--- src/rtl/lcdl_pkg.sv ---
package lcdl_pkg;

  // Strobes from the control unit to the datapath.
  typedef struct packed {
    logic shiftBit;  // take one synchronized data bit into the shift register
    logic loadOut;   // copy display fields into the output register
  } lcdlStrb_t;

endpackage

--- src/rtl/lcdl_sync.sv ---
module lcdl_sync #(
  parameter int WIDTH = 3,
  parameter int STAGES = 2,
  parameter logic [WIDTH-1:0] RST_VAL = '0
) (
  input  logic             clk,
  input  logic             rstN,
  input  logic [WIDTH-1:0] asyncIn,
  output logic [WIDTH-1:0] syncOut
);

  logic [WIDTH-1:0] stageQ [STAGES];

  generate
    for (genvar s = 0; s < STAGES; s++) begin : gStage
      always_ff @(posedge clk or negedge rstN) begin
        if (!rstN) begin
          stageQ[s] <= RST_VAL;
        end else if (s == 0) begin
          stageQ[s] <= asyncIn;
        end else begin
          stageQ[s] <= stageQ[(s > 0) ? s - 1 : 0];
        end
      end
    end
  endgenerate

  assign syncOut = stageQ[STAGES-1];

endmodule

--- src/rtl/lcdl_ctrl.sv ---
module lcdl_ctrl
  import lcdl_pkg::*;
#(
  parameter int WORD_W = 16,
  parameter int MIN_HIGH = 4
) (
  input  logic      clk,
  input  logic      rstN,
  input  logic      sclkS,
  input  logic      selS,
  input  logic      rwBit,
  output lcdlStrb_t strb
);

  localparam int CNT_W = (WORD_W > 1) ? $clog2(WORD_W) : 1;
  localparam int HI_W  = $clog2(MIN_HIGH + 1);
  localparam logic [CNT_W-1:0] LAST_BIT = CNT_W'(WORD_W - 1);
  localparam logic [HI_W-1:0]  HI_FULL  = HI_W'(MIN_HIGH);
  localparam logic [HI_W-1:0]  HI_FIRE  = HI_W'(MIN_HIGH - 1);

  logic             sclkD;
  logic [HI_W-1:0]  highCnt;
  logic [CNT_W-1:0] bitCnt;
  logic             haveWord;
  logic             sclkRise;
  logic             shiftNow;
  logic             fire;

  assign sclkRise = sclkS & ~sclkD;
  assign shiftNow = sclkRise & ~selS;
  assign fire     = selS & (highCnt == HI_FIRE);

  always_comb begin
    strb.shiftBit = shiftNow;
    strb.loadOut  = fire & haveWord & (bitCnt == '0) & ~rwBit;
  end

  always_ff @(posedge clk or negedge rstN) begin
    if (!rstN) begin
      sclkD    <= 1'b0;
      highCnt  <= '0;
      bitCnt   <= '0;
      haveWord <= 1'b0;
    end else begin
      sclkD <= sclkS;
      if (selS) begin
        if (highCnt != HI_FULL) highCnt <= highCnt + 1'b1;
      end else begin
        highCnt <= '0;
      end
      if (fire) begin
        bitCnt   <= '0;
        haveWord <= 1'b0;
      end else if (shiftNow) begin
        if (bitCnt == LAST_BIT) begin
          bitCnt   <= '0;
          haveWord <= 1'b1;
        end else begin
          bitCnt <= bitCnt + 1'b1;
        end
      end
    end
  end

  AST_BITS_FROZEN_HIGH: assert property (@(posedge clk) disable iff (!rstN)
    (selS && !fire) |=> $stable(bitCnt) && $stable(haveWord));

  AST_LOAD_NEEDS_WORD: assert property (@(posedge clk) disable iff (!rstN)
    strb.loadOut |=> !haveWord && (bitCnt == '0));

endmodule

--- src/rtl/lcdl_datapath.sv ---
module lcdl_datapath
  import lcdl_pkg::*;
#(
  parameter int DATA_W = 8,
  parameter int RW_BIT = 8,
  parameter int RS_BIT = 9
) (
  input  logic              clk,
  input  logic              rstN,
  input  lcdlStrb_t         strb,
  input  logic              mosiS,
  output logic              rwBit,
  output logic [DATA_W-1:0] lcdData,
  output logic              lcdRs,
  output logic              lcdLoad
);

  // Only the low RS_BIT+1 bits of a word reach the display side.
  localparam int SHR_W = RS_BIT + 1;

  logic [SHR_W-1:0] shreg;

  assign rwBit = shreg[RW_BIT];

  always_ff @(posedge clk or negedge rstN) begin
    if (!rstN) begin
      shreg   <= '0;
      lcdData <= '0;
      lcdRs   <= 1'b0;
      lcdLoad <= 1'b0;
    end else begin
      if (strb.shiftBit) shreg <= {shreg[SHR_W-2:0], mosiS};
      lcdLoad <= strb.loadOut;
      if (strb.loadOut) begin
        lcdData <= shreg[DATA_W-1:0];
        lcdRs   <= shreg[RS_BIT];
      end
    end
  end

  AST_OUT_HOLD: assert property (@(posedge clk) disable iff (!rstN)
    !lcdLoad |-> $stable(lcdData) && $stable(lcdRs));

  AST_LOAD_ONE_WIDE: assert property (@(posedge clk) disable iff (!rstN)
    lcdLoad |=> !lcdLoad);

endmodule

--- src/rtl/lcd_word_latch.sv ---
module lcd_word_latch
  import lcdl_pkg::*;
#(
  parameter int WORD_W = 16,
  parameter int DATA_W = 8,
  parameter int RW_BIT = 8,
  parameter int RS_BIT = 9,
  parameter int MIN_HIGH = 4,
  parameter int SYNC_STAGES = 2
) (
  input  logic              clk,
  input  logic              rstN,
  input  logic              spiSclk,
  input  logic              spiMosi,
  input  logic              spiSelN,
  output logic [DATA_W-1:0] lcdData,
  output logic              lcdRs,
  output logic              lcdLoad
);

  lcdlStrb_t  strb;
  logic [2:0] syncVec;
  logic       sclkS;
  logic       mosiS;
  logic       selS;
  logic       rwBit;

  lcdl_sync #(
    .WIDTH(3),
    .STAGES(SYNC_STAGES),
    .RST_VAL(3'b100)
  ) uSync (
    .clk(clk),
    .rstN(rstN),
    .asyncIn({spiSelN, spiMosi, spiSclk}),
    .syncOut(syncVec)
  );

  assign sclkS = syncVec[0];
  assign mosiS = syncVec[1];
  assign selS  = syncVec[2];

  lcdl_ctrl #(
    .WORD_W(WORD_W),
    .MIN_HIGH(MIN_HIGH)
  ) uCtrl (
    .clk(clk),
    .rstN(rstN),
    .sclkS(sclkS),
    .selS(selS),
    .rwBit(rwBit),
    .strb(strb)
  );

  lcdl_datapath #(
    .DATA_W(DATA_W),
    .RW_BIT(RW_BIT),
    .RS_BIT(RS_BIT)
  ) uDp (
    .clk(clk),
    .rstN(rstN),
    .strb(strb),
    .mosiS(mosiS),
    .rwBit(rwBit),
    .lcdData(lcdData),
    .lcdRs(lcdRs),
    .lcdLoad(lcdLoad)
  );

  AST_NO_SHIFT_WHILE_HIGH: assert property (@(posedge clk) disable iff (!rstN)
    selS |-> !strb.shiftBit);

  AST_LOAD_WITH_SEL_HIGH: assert property (@(posedge clk) disable iff (!rstN)
    lcdLoad |-> selS && $past(selS));

endmodule

--- config.mk ---
export PLATFORM = sky130hd
export DESIGN_NAME = lcd_word_latch
export DESIGN_NICKNAME = d
export VERILOG_FILES = /design/src/rtl/lcdl_pkg.sv /design/src/rtl/lcdl_sync.sv /design/src/rtl/lcdl_ctrl.sv /design/src/rtl/lcdl_datapath.sv /design/src/rtl/lcd_word_latch.sv
export SDC_FILE = /design/constraint.sdc
export NUM_CORES = 1
export LEC_CHECK = 0
export ABC_AREA = 1
export CAP_MARGIN = 10
export CORE_MARGIN = 3
export CORE_UTILIZATION = 57
export CTS_BUF_LIST = sky130_fd_sc_hd__clkbuf_8
export DETAILED_ROUTE_END_ITERATION = 12
export PLACE_DENSITY = 0.8
export SYNTH_ARGS = -nofsm -noshare
export SYNTH_HDL_FRONTEND = slang
export SYNTH_SLANG_ARGS = --single-unit
--- constraint.sdc ---
create_clock -name clk -period 1.8 [get_ports clk]
set_clock_uncertainty 0.15 [all_clocks]
set_input_delay 0.36 -clock clk [delete_from_list [all_inputs] [get_ports clk]]
set_output_delay 0.36 -clock clk [all_outputs]
set_load 0.01 [all_outputs]
# == Word level (Yosys, flattened, before mapping) ==
# Index checks and enable logic that the tools add are counted.
# totals
input_bits,5
word_cells,37
ff_bits,35
out_inout_bits,10
# classes
add_sub_neg,2
n_bitwise,9
n_reduce_logical,4
n_eq_ne,4
n_mux,8
# op_table
op,count
$mux 4,3
$and 1x1->1,6
$mux 3,2
$add 4x1->4 const B,1
$eq 4x4->1 const B,1
$logic_not 4->1,1
$reduce_bool 2->1,2
$add 3x1->3 const B,1
$eq 3x2->1 const B,1
$mux 1,3
$ne 3x3->1 const B,1
$not 1->1,3
$ne 2x1->1 const B,1
$reduce_and 2->1,1

# == Logic depth before layout (Yosys ltp) ==
# Gate-level depths: netlist of the first run.
# depth
word_depth,5
ltp_mapped,7
depth_no_buf,7

# == Cells and area by module ==
# From an unflattened synthesis of the first run, not the netlist that was laid out.
# unflattened
cells_unflattened,151
hier_area_um2,1435.1
# by_module_without_submodules
mod,instances,seq_area_each_um2,cells_each,area_per_inst_um2
lcdl_datapath,1,500.5,81,743.2
lcdl_ctrl,1,225.2,61,516.7
lcdl_sync,1,152.6,9,175.2

# == Worst setup path after synthesis of the first run ==
# Ideal clock, no wire load.
# synth_path
path_type,register to register
start,register uCtrl.highCnt[0]
end,register uDp.lcdData[0]
setup_slack_ns,0.342
setup_time_ns,0.117
t_required_ns,1.533
synth_period_minus_slack_ns,1.458
arrival_ns,1.191
n_path_buf,0
stages_incl_launch_ff,8
path_cell_list,dfrtp_1 ha_1 ha_1 nand2_1 nor2_4 nand2_4 nand2_1 nand2_1
# synth_between
elab_chain_cells,5
# synth_lines
item,line_no,text
"start, declared",lcdl_ctrl.sv:22,logic [HI_W-1:0] highCnt;
"start signal, assigned",lcdl_ctrl.sv:47,if (highCnt != HI_FULL) highCnt <= highCnt + 1'b1;
$eq 3x2->1,lcdl_ctrl.sv:31,assign fire = selS & (highCnt == HI_FIRE);
$and 1x1->1,lcdl_ctrl.sv:31,
$and 1x1->1 (3 in a row),lcdl_ctrl.sv:35,strb.loadOut = fire & haveWord & (bitCnt == '0) & ~rwBit;
"end signal, assigned",lcdl_datapath.sv:35,lcdData <= shreg[DATA_W-1:0];
"end, declared",lcdl_datapath.sv:13,"output logic [DATA_W-1:0] lcdData,"
# Every way passes these cells.
# A chain may end at the register's enable or synchronous reset.

# == Worst setup path in the final report of the first run ==
# layout_path
start,register uDp.lcdData[4]
end,output port lcdData[4]
# layout_lines
item,line_no,text
"end, declared",lcd_word_latch.sv:16,"output logic [DATA_W-1:0] lcdData,"
# No word-level cell between the ends.

==> flow_summary.json, run 1 <==
{
  "fin_nets": 181,
  "drv_slew": 0,
  "cp_slowest_cell": "clkdlybuf4s50_1",
  "postCtsHoldBufs": 0,
  "worst_ep_arrival_time_ps": 1180,
  "io_buffer_count": 14,
  "status": "complete, no violations",
  "io_pins": 15,
  "max_slew_margin_pct": 53.9,
  "seq_area_um2": 878,
  "syn_inst": 150,
  "drtAntennaViolNets": 0,
  "hpwl_mm": 1.70,
  "clkLatencyLatePin_ps": 290,
  "hold_ws_ps": 209,
  "cts.path.max_buffers": 2,
  "htreeDepth": 2,
  "fin_crit_sh_pct": 94.1,
  "fp-row-count": 17,
  "worst_pin_slew_ps": 688,
  "ff2ff_path_depth": 7,
  "rsz0062_at_grt": "false",
  "power_mw": 1.98,
  "clk_pin_slew_worst_paths_ps": 70,
  "place_congestion": 0.761,
  "fmax_mhz": 591,
  "clock-sinks": 35,
  "timing.rr.end": "uDp.lcdData[1]$_DFFE_PN0P_",
  "synth_top_area_share_pct": 58.0,
  "start_util_pct": 61.9,
  "syn-num-nets": 160,
  "maxCapViolations": 0,
  "min_to": "uSync.syncOut[1]$_DFF_PN0_",
  "path_cells": "clkdlybuf4s50_1",
  "whs_path_depth": 0,
  "critPathKind": "flip-flop to primary output",
  "chipWidth_um": 56.0,
  "vias": 1004,
  "synth_top_cell_by_area": "dfrtp_1",
  "post-cts-setup-buffers": 0,
  "cts_tree": "built",
  "hold_viol": 0,
  "cts_resized": 0,
  "r2r_start": "uCtrl.highCnt[0]$_DFFE_PN0P_",
  "drt_iter0_markers": 17,
  "hp-start": "uSync.stageQ[4]$_DFF_PN0_",
  "path_buf_inv": 1,
  "powerDensity_nw_per_um2": 1160,
  "worstPathRequired_ps": 1290,
  "viasPerCell": 5.02,
  "core_um2": 2300,
  "cp.depth": 1,
  "cts_made_buffers": 5,
  "finalSetupViolCount": 0,
  "peakVddDrop_v": 0.00101,
  "grt_max_degree": 36,
  "remaining_drc_errors": 0,
  "worst_hold_path_type": "flip-flop to flip-flop",
  "syn_area_um2": 1420,
  "fin_crit_ps": 1690,
  "wire_per_inst_um": 12.1,
  "endpoint_kind": "primary output",
  "antenna_found_initial": 0,
  "fp.dieH_um": 56.0,
  "ys.warnings.count": 0,
  "grt_overflow": 0,
  "tns_ps": 0,
  "ff2ff_setup_slack_ps": 160,
  "cpPeakStageDelay_ps": 540,
  "cp_max_fo": 2,
  "root_buffer": "clkbuf_8",
  "grt_pass1_wl_mm": 4.33,
  "critPathTopFamily": "buffers and inverters",
  "layout-drive-gt1-share_pct": 8.72,
  "ys_seq_area_share_pct": 61.7,
  "routed_wl_mm": 2.42,
  "ys_top_cells_by_area": "dfrtp_1 (58%), nand2_1 (16%), nand3_1 (4.9%), inv_1 (4.5%), ha_1 (4.4%)",
  "dieArea_um2": 3130,
  "ys_ff_latch": 35,
  "multi_input_area_um2": 468,
  "crit_path_start_kind": "flip-flop",
  "first_global_vias": 1043,
  "area_growth_pct": 19.8,
  "first_pass_iters": 4,
  "p_leak_nw": 0.888,
  "ys_types": 16,
  "avgSynthCellArea_um2": 9.48,
  "n_antenna_cell": 0,
  "track_usage_pct": 18.5,
  "n_fill_cell": 169
}
==> worst max-delay path by stage <==
stage / to / slack [ps] / startpoint
2_1_floorplan: uDp.lcdData[0]$_DFFE_PN0P_ / 340 / uCtrl.highCnt[0]$_DFFE_PN0P_
3_3_place_gp: uDp.lcdData[0]$_DFFE_PN0P_ / 180 / uCtrl.highCnt[0]$_DFFE_PN0P_
3_5_place_dp: uDp.lcdData[4]$_DFFE_PN0P_ / 140 / uCtrl.highCnt[0]$_DFFE_PN0P_
4_1_cts: lcdData[4] / 90 / uDp.lcdData[4]$_DFFE_PN0P_
5_1_grt: uDp.lcdData[3]$_DFFE_PN0P_ / 1 / uCtrl.highCnt[0]$_DFFE_PN0P_
6_report: lcdData[4] / 110 / uDp.lcdData[4]$_DFFE_PN0P_
==> cell type report <==
cell class | instances | area share, %
clock buffers | 7 | 5.65
clock inverters | 1 | 0.441
repair buffers | 16 | 9.10
flip-flops and latches | 35 | 51.5
inverters | 17 | 3.74
multi-input cells | 96 | 27.5
well taps | 28 | 2.06
==> where the power goes <==
part | internal, mW | total [mW] | switching [mW]
clock | 0.348 | 0.620 | 0.272
combinational | 0.136 | 0.349 | 0.214
sequential | 0.898 | 1.01 | 0.115
==> cell usage after synthesis, drive strengths merged <==
cell,n
a21oi,3
buf,2
dfrtp,33
dfstp,2
ha,5
inv,17
nand2,60
nand3,14
nand4,1
nor2,4
nor3,1
o21ai,7
o31ai,1
==> worst reg2reg max path, cell delays in order, from the launching register on <==
cell,delay [ps]
dfrtp_1,380
ha_1,170
ha_1,140
nand2_1,130
nor2_4,270
nand2_4,140
nand2_1,100
nand2_1,50
==> through the flow <==
stage | setup slack (ps) | std cells | area [um^2] | util (%)
floorplan | 342 | 150 | 1420 | -
finish | 107 | 200 | 1700 | 74.2
global route | 0.981 | 200 | 1700 | 74.2
global placement | 182 | 192 | 1600 | 69.7
detailed placement | 135 | 192 | 1600 | 69.7
CTS | 93.7 | 200 | 1700 | 74.2
==> sequential cells by signal (all words and copies together), names as in the netlist <==
name            flops
uCtrl.haveWord      1
uCtrl.highCnt       3
uDp.lcdLoad         1
uCtrl.sclkD         1
uCtrl.bitCnt        4
uSync.stageQ        3
uDp.lcdRs           1
uDp.shreg          10
uSync.syncOut       3
uDp.lcdData         8
==> placed cells by master, fill, tap and decap left out, types with 2 or more instances in the layout <==
cell type | Yosys | routed
nand2_1 | 59 | 59
clkdlybuf4s50_1 | 0 | 14
nand3_1 | 14 | 14
o21ai_0 | 7 | 7
a21oi_1 | 3 | 3
clkbuf_8 | 0 | 7
dfrtp_1 | 33 | 33
nor2_1 | 3 | 3
dfstp_2 | 2 | 2
inv_1 | 17 | 17
ha_1 | 5 | 5
buf_4 | 1 | 2
==> routing by layer <==
metal  part of all wire (%)  track usage, %  up-vias
li1                       -               -      510
met1                     45            21.0      467
met2                     47            29.2       20
met3                    5.6            6.26        7
met4                    2.3            12.5        0
met5                      0               0        -
==> cell families after synthesis <==
group           Yosys count  share of synthesized area, %
simple gates             80                          24.5
flops                    35                          61.7
compound gates           11                          4.05
fa+ha+maj                 5                          4.40
buf+inv                  19                          5.36
Note: power is estimated with default switching activity, not from simulation.
==> run 2: changes to the inputs <==
--- a/config.mk
+++ b/config.mk
@@ -8,10 +8,10 @@
 export ABC_AREA = 1
 export CAP_MARGIN = 10
 export CORE_MARGIN = 3
-export CORE_UTILIZATION = 57
+export CORE_UTILIZATION = 30
 export CTS_BUF_LIST = sky130_fd_sc_hd__clkbuf_8
 export DETAILED_ROUTE_END_ITERATION = 12
-export PLACE_DENSITY = 0.8
+export HOLD_SLACK_MARGIN = 0.05
 export SYNTH_ARGS = -nofsm -noshare
 export SYNTH_HDL_FRONTEND = slang
 export SYNTH_SLANG_ARGS = --single-unit
==> run 2 against run 1 <==
Largest power group unchanged; clock-buffer cell count down 2; die area up 79%; critical path type unchanged; critical endpoint is now lcdData[5]; flip-flop and latch count is the same; highest routed layer unchanged; cell area is 1.3% higher; register-to-register slack hardly changed; routed wire length shrank 4.1%; non-clock buffer count is the same; clock power decreased by 14%.
==> flow_summary.json, run 2 (same netlist as run 1, synthesis figures left out) <==
{
  "status": "complete, no violations",
  "cp_max_fo": 2,
  "remaining_drc_errors": 0,
  "ff2ff_setup_slack_ps": 160,
  "peakVddDrop_v": 0.000388,
  "largestRegisters": "uDp.shreg: 10 flops, uDp.lcdData: 8 flops, uCtrl.bitCnt: 4 flops",
  "antenna_found_initial": 0,
  "p_int_mw": 1.30,
  "largest_reg_flops": 10,
  "start_util_pct": 31.8,
  "fp-row-count": 24,
  "drtAntennaViolNets": 0,
  "clockPowerShare_pct": 28.4,
  "hp-start": "uSync.stageQ[4]$_DFF_PN0_",
  "core_um2": 4470,
  "rsz0062_at_grt": "false",
  "cts.path.max_buffers": 2,
  "critPathTopFamily": "buffers and inverters",
  "first_global_vias": 1005,
  "p_leak_nw": 0.890,
  "worstPathRequired_ps": 1290,
  "cp_slowest_cell": "clkdlybuf4s50_1",
  "path_buf_inv": 1,
  "path_cells": "clkdlybuf4s50_1",
  "powerDensity_nw_per_um2": 1090,
  "layout-drive-gt1-share_pct": 8.72,
  "hpwl_mm": 1.68,
  "io_pins": 15,
  "chipWidth_um": 74.9,
  "finalSetupViolCount": 0,
  "track_usage_pct": 10.6,
  "fin_nets": 181,
  "dieArea_um2": 5600,
  "clock-sinks": 35,
  "whs_path_depth": 0,
  "n_antenna_cell": 0,
  "r2r_start": "uCtrl.highCnt[0]$_DFFE_PN0P_",
  "fmax_mhz": 596,
  "cpPeakStageDelay_ps": 540,
  "top_register": "uDp.shreg",
  "drv_slew": 0,
  "p_sw_share_pct": 31.2,
  "switchingPower_uw": 589,
  "worst_pin_slew_ps": 727,
  "grt_overflow": 0,
  "clkLatencyLatePin_ps": 280,
  "pwr-share-seq_pct": 53.4,
  "viasPerCell": 4.39,
  "postCtsHoldBufs": 0,
  "place_congestion": 0.796,
  "first_pass_iters": 4,
  "critPathKind": "flip-flop to primary output",
  "cts_tree": "built",
  "final_common_cell": "nand2_1",
  "io_buffer_count": 14,
  "routed_wl_mm": 2.32,
  "fin_crit_ps": 1680,
  "post-cts-setup-buffers": 0,
  "endpoint_kind": "primary output",
  "cts_resized": 0,
  "max_slew_margin_pct": 51.3,
  "clk_pin_slew_worst_paths_ps": 70,
  "grt_max_degree": 36,
  "final_cell_mix": "nand2_1 (59), dfrtp_1 (33), inv_1 (17)",
  "hold_viol": 0,
  "power_frac_comb_pct": 18.2,
  "htreeDepth": 2,
  "worst_ep_arrival_time_ps": 1170,
  "worst_hold_path_type": "flip-flop to flip-flop",
  "fp.dieH_um": 74.9,
  "post-place-cells": 216,
  "maxCapViolations": 0,
  "finalNonFillerCells": 224,
  "grt_pass1_wl_mm": 4.38,
  "area_growth_pct": 21.4,
  "ff2ff_path_depth": 7,
  "cts_made_buffers": 5,
  "vias": 983,
  "drt_iter0_markers": 56,
  "wire_per_inst_um": 10.3,
  "min_to": "uSync.syncOut[1]$_DFF_PN0_",
  "timing.rr.end": "uDp.lcdData[2]$_DFFE_PN0P_",
  "root_buffer": "clkbuf_8",
  "tns_ps": 0,
  "fin_crit_sh_pct": 93.3,
  "crit_path_start_kind": "flip-flop"
}
==> run 2: cell types whose count changed in the layout (fill, tap and decap cells not counted) <==
cell        before  now
clkinv_2         0    3
clkbuf_8         7    5
buf_4            2    1
buf_12           0    1
clkinvlp_4       1    0
==> run 2: per-layer routing <==
| layer | wire length, um | share of wire (%) | GRT usage, % |
|---|---|---|---|
| met1 | 1140 | 49 | 13.1 |
| met2 | 1050 | 45 | 16.1 |
| met3 | 104 | 4.5 | 4.41 |
| met4 | 17 | 0.73 | 4.74 |
| met5 | 0 | 0 | 0 |
==> run 2: metrics by stage <==
stage	hold WS, ps	total power, mW	instance area (um^2)	setup WS (ps)	utilization, %
5_1_grt	214	2.04	1730	1.76	38.6
3_3_place_gp	185	1.36	1640	147	36.7
3_5_place_dp	187	1.38	1640	143	36.7
6_report	199	1.89	1730	121	38.6
2_1_floorplan	-85.6	1.26	1420	342	-
4_1_cts	203	1.93	1730	96.0	38.6
==> run 2: worst max-delay path by stage <==
stage                                  from                         end  slack [ps]  cells past startpoint
6_report         uDp.lcdData[5]$_DFFE_PN0P_                  lcdData[5]         120                      1
5_1_grt        uCtrl.highCnt[0]$_DFFE_PN0P_  uDp.lcdData[7]$_DFFE_PN0P_           2                      7
4_1_cts          uDp.lcdData[5]$_DFFE_PN0P_                  lcdData[5]         100                      1
3_5_place_dp   uCtrl.highCnt[0]$_DFFE_PN0P_  uDp.lcdData[5]$_DFFE_PN0P_         140                      7
3_3_place_gp   uCtrl.highCnt[0]$_DFFE_PN0P_  uDp.lcdData[0]$_DFFE_PN0P_         150                      7
2_1_floorplan  uCtrl.highCnt[0]$_DFFE_PN0P_  uDp.lcdData[0]$_DFFE_PN0P_         340                      7
==> run 2: worst register-to-register path, cell delays in order (launching register included) <==
cell,delay [ps]
dfrtp_1,390
ha_1,170
ha_1,130
nand2_1,130
nor2_4,290
nand2_4,130
nand2_1,90
nand2_1,50
==> run 2: final cells by class <==
class,instances,area [um^2]
fillers,458,2750
flip-flops and latches,35,878
multi-input cells,96,468
repair buffers,16,168
clock buffers,5,68.8
well taps,52,65.1
inverters,17,63.8
clock inverters,3,15.0
==> run 2: power groups by stage <==
stage | clock network [mW] | logic, mW | registers (mW)
final | 0.536 | 0.344 | 1.01
after global routing | 0.590 | 0.416 | 1.03
after CTS | 0.566 | 0.354 | 1.01
after detailed placement | 0 | 0.351 | 1.02
after global placement | 0 | 0.340 | 1.02
after floorplan | 0 | 0.263 | 0.997
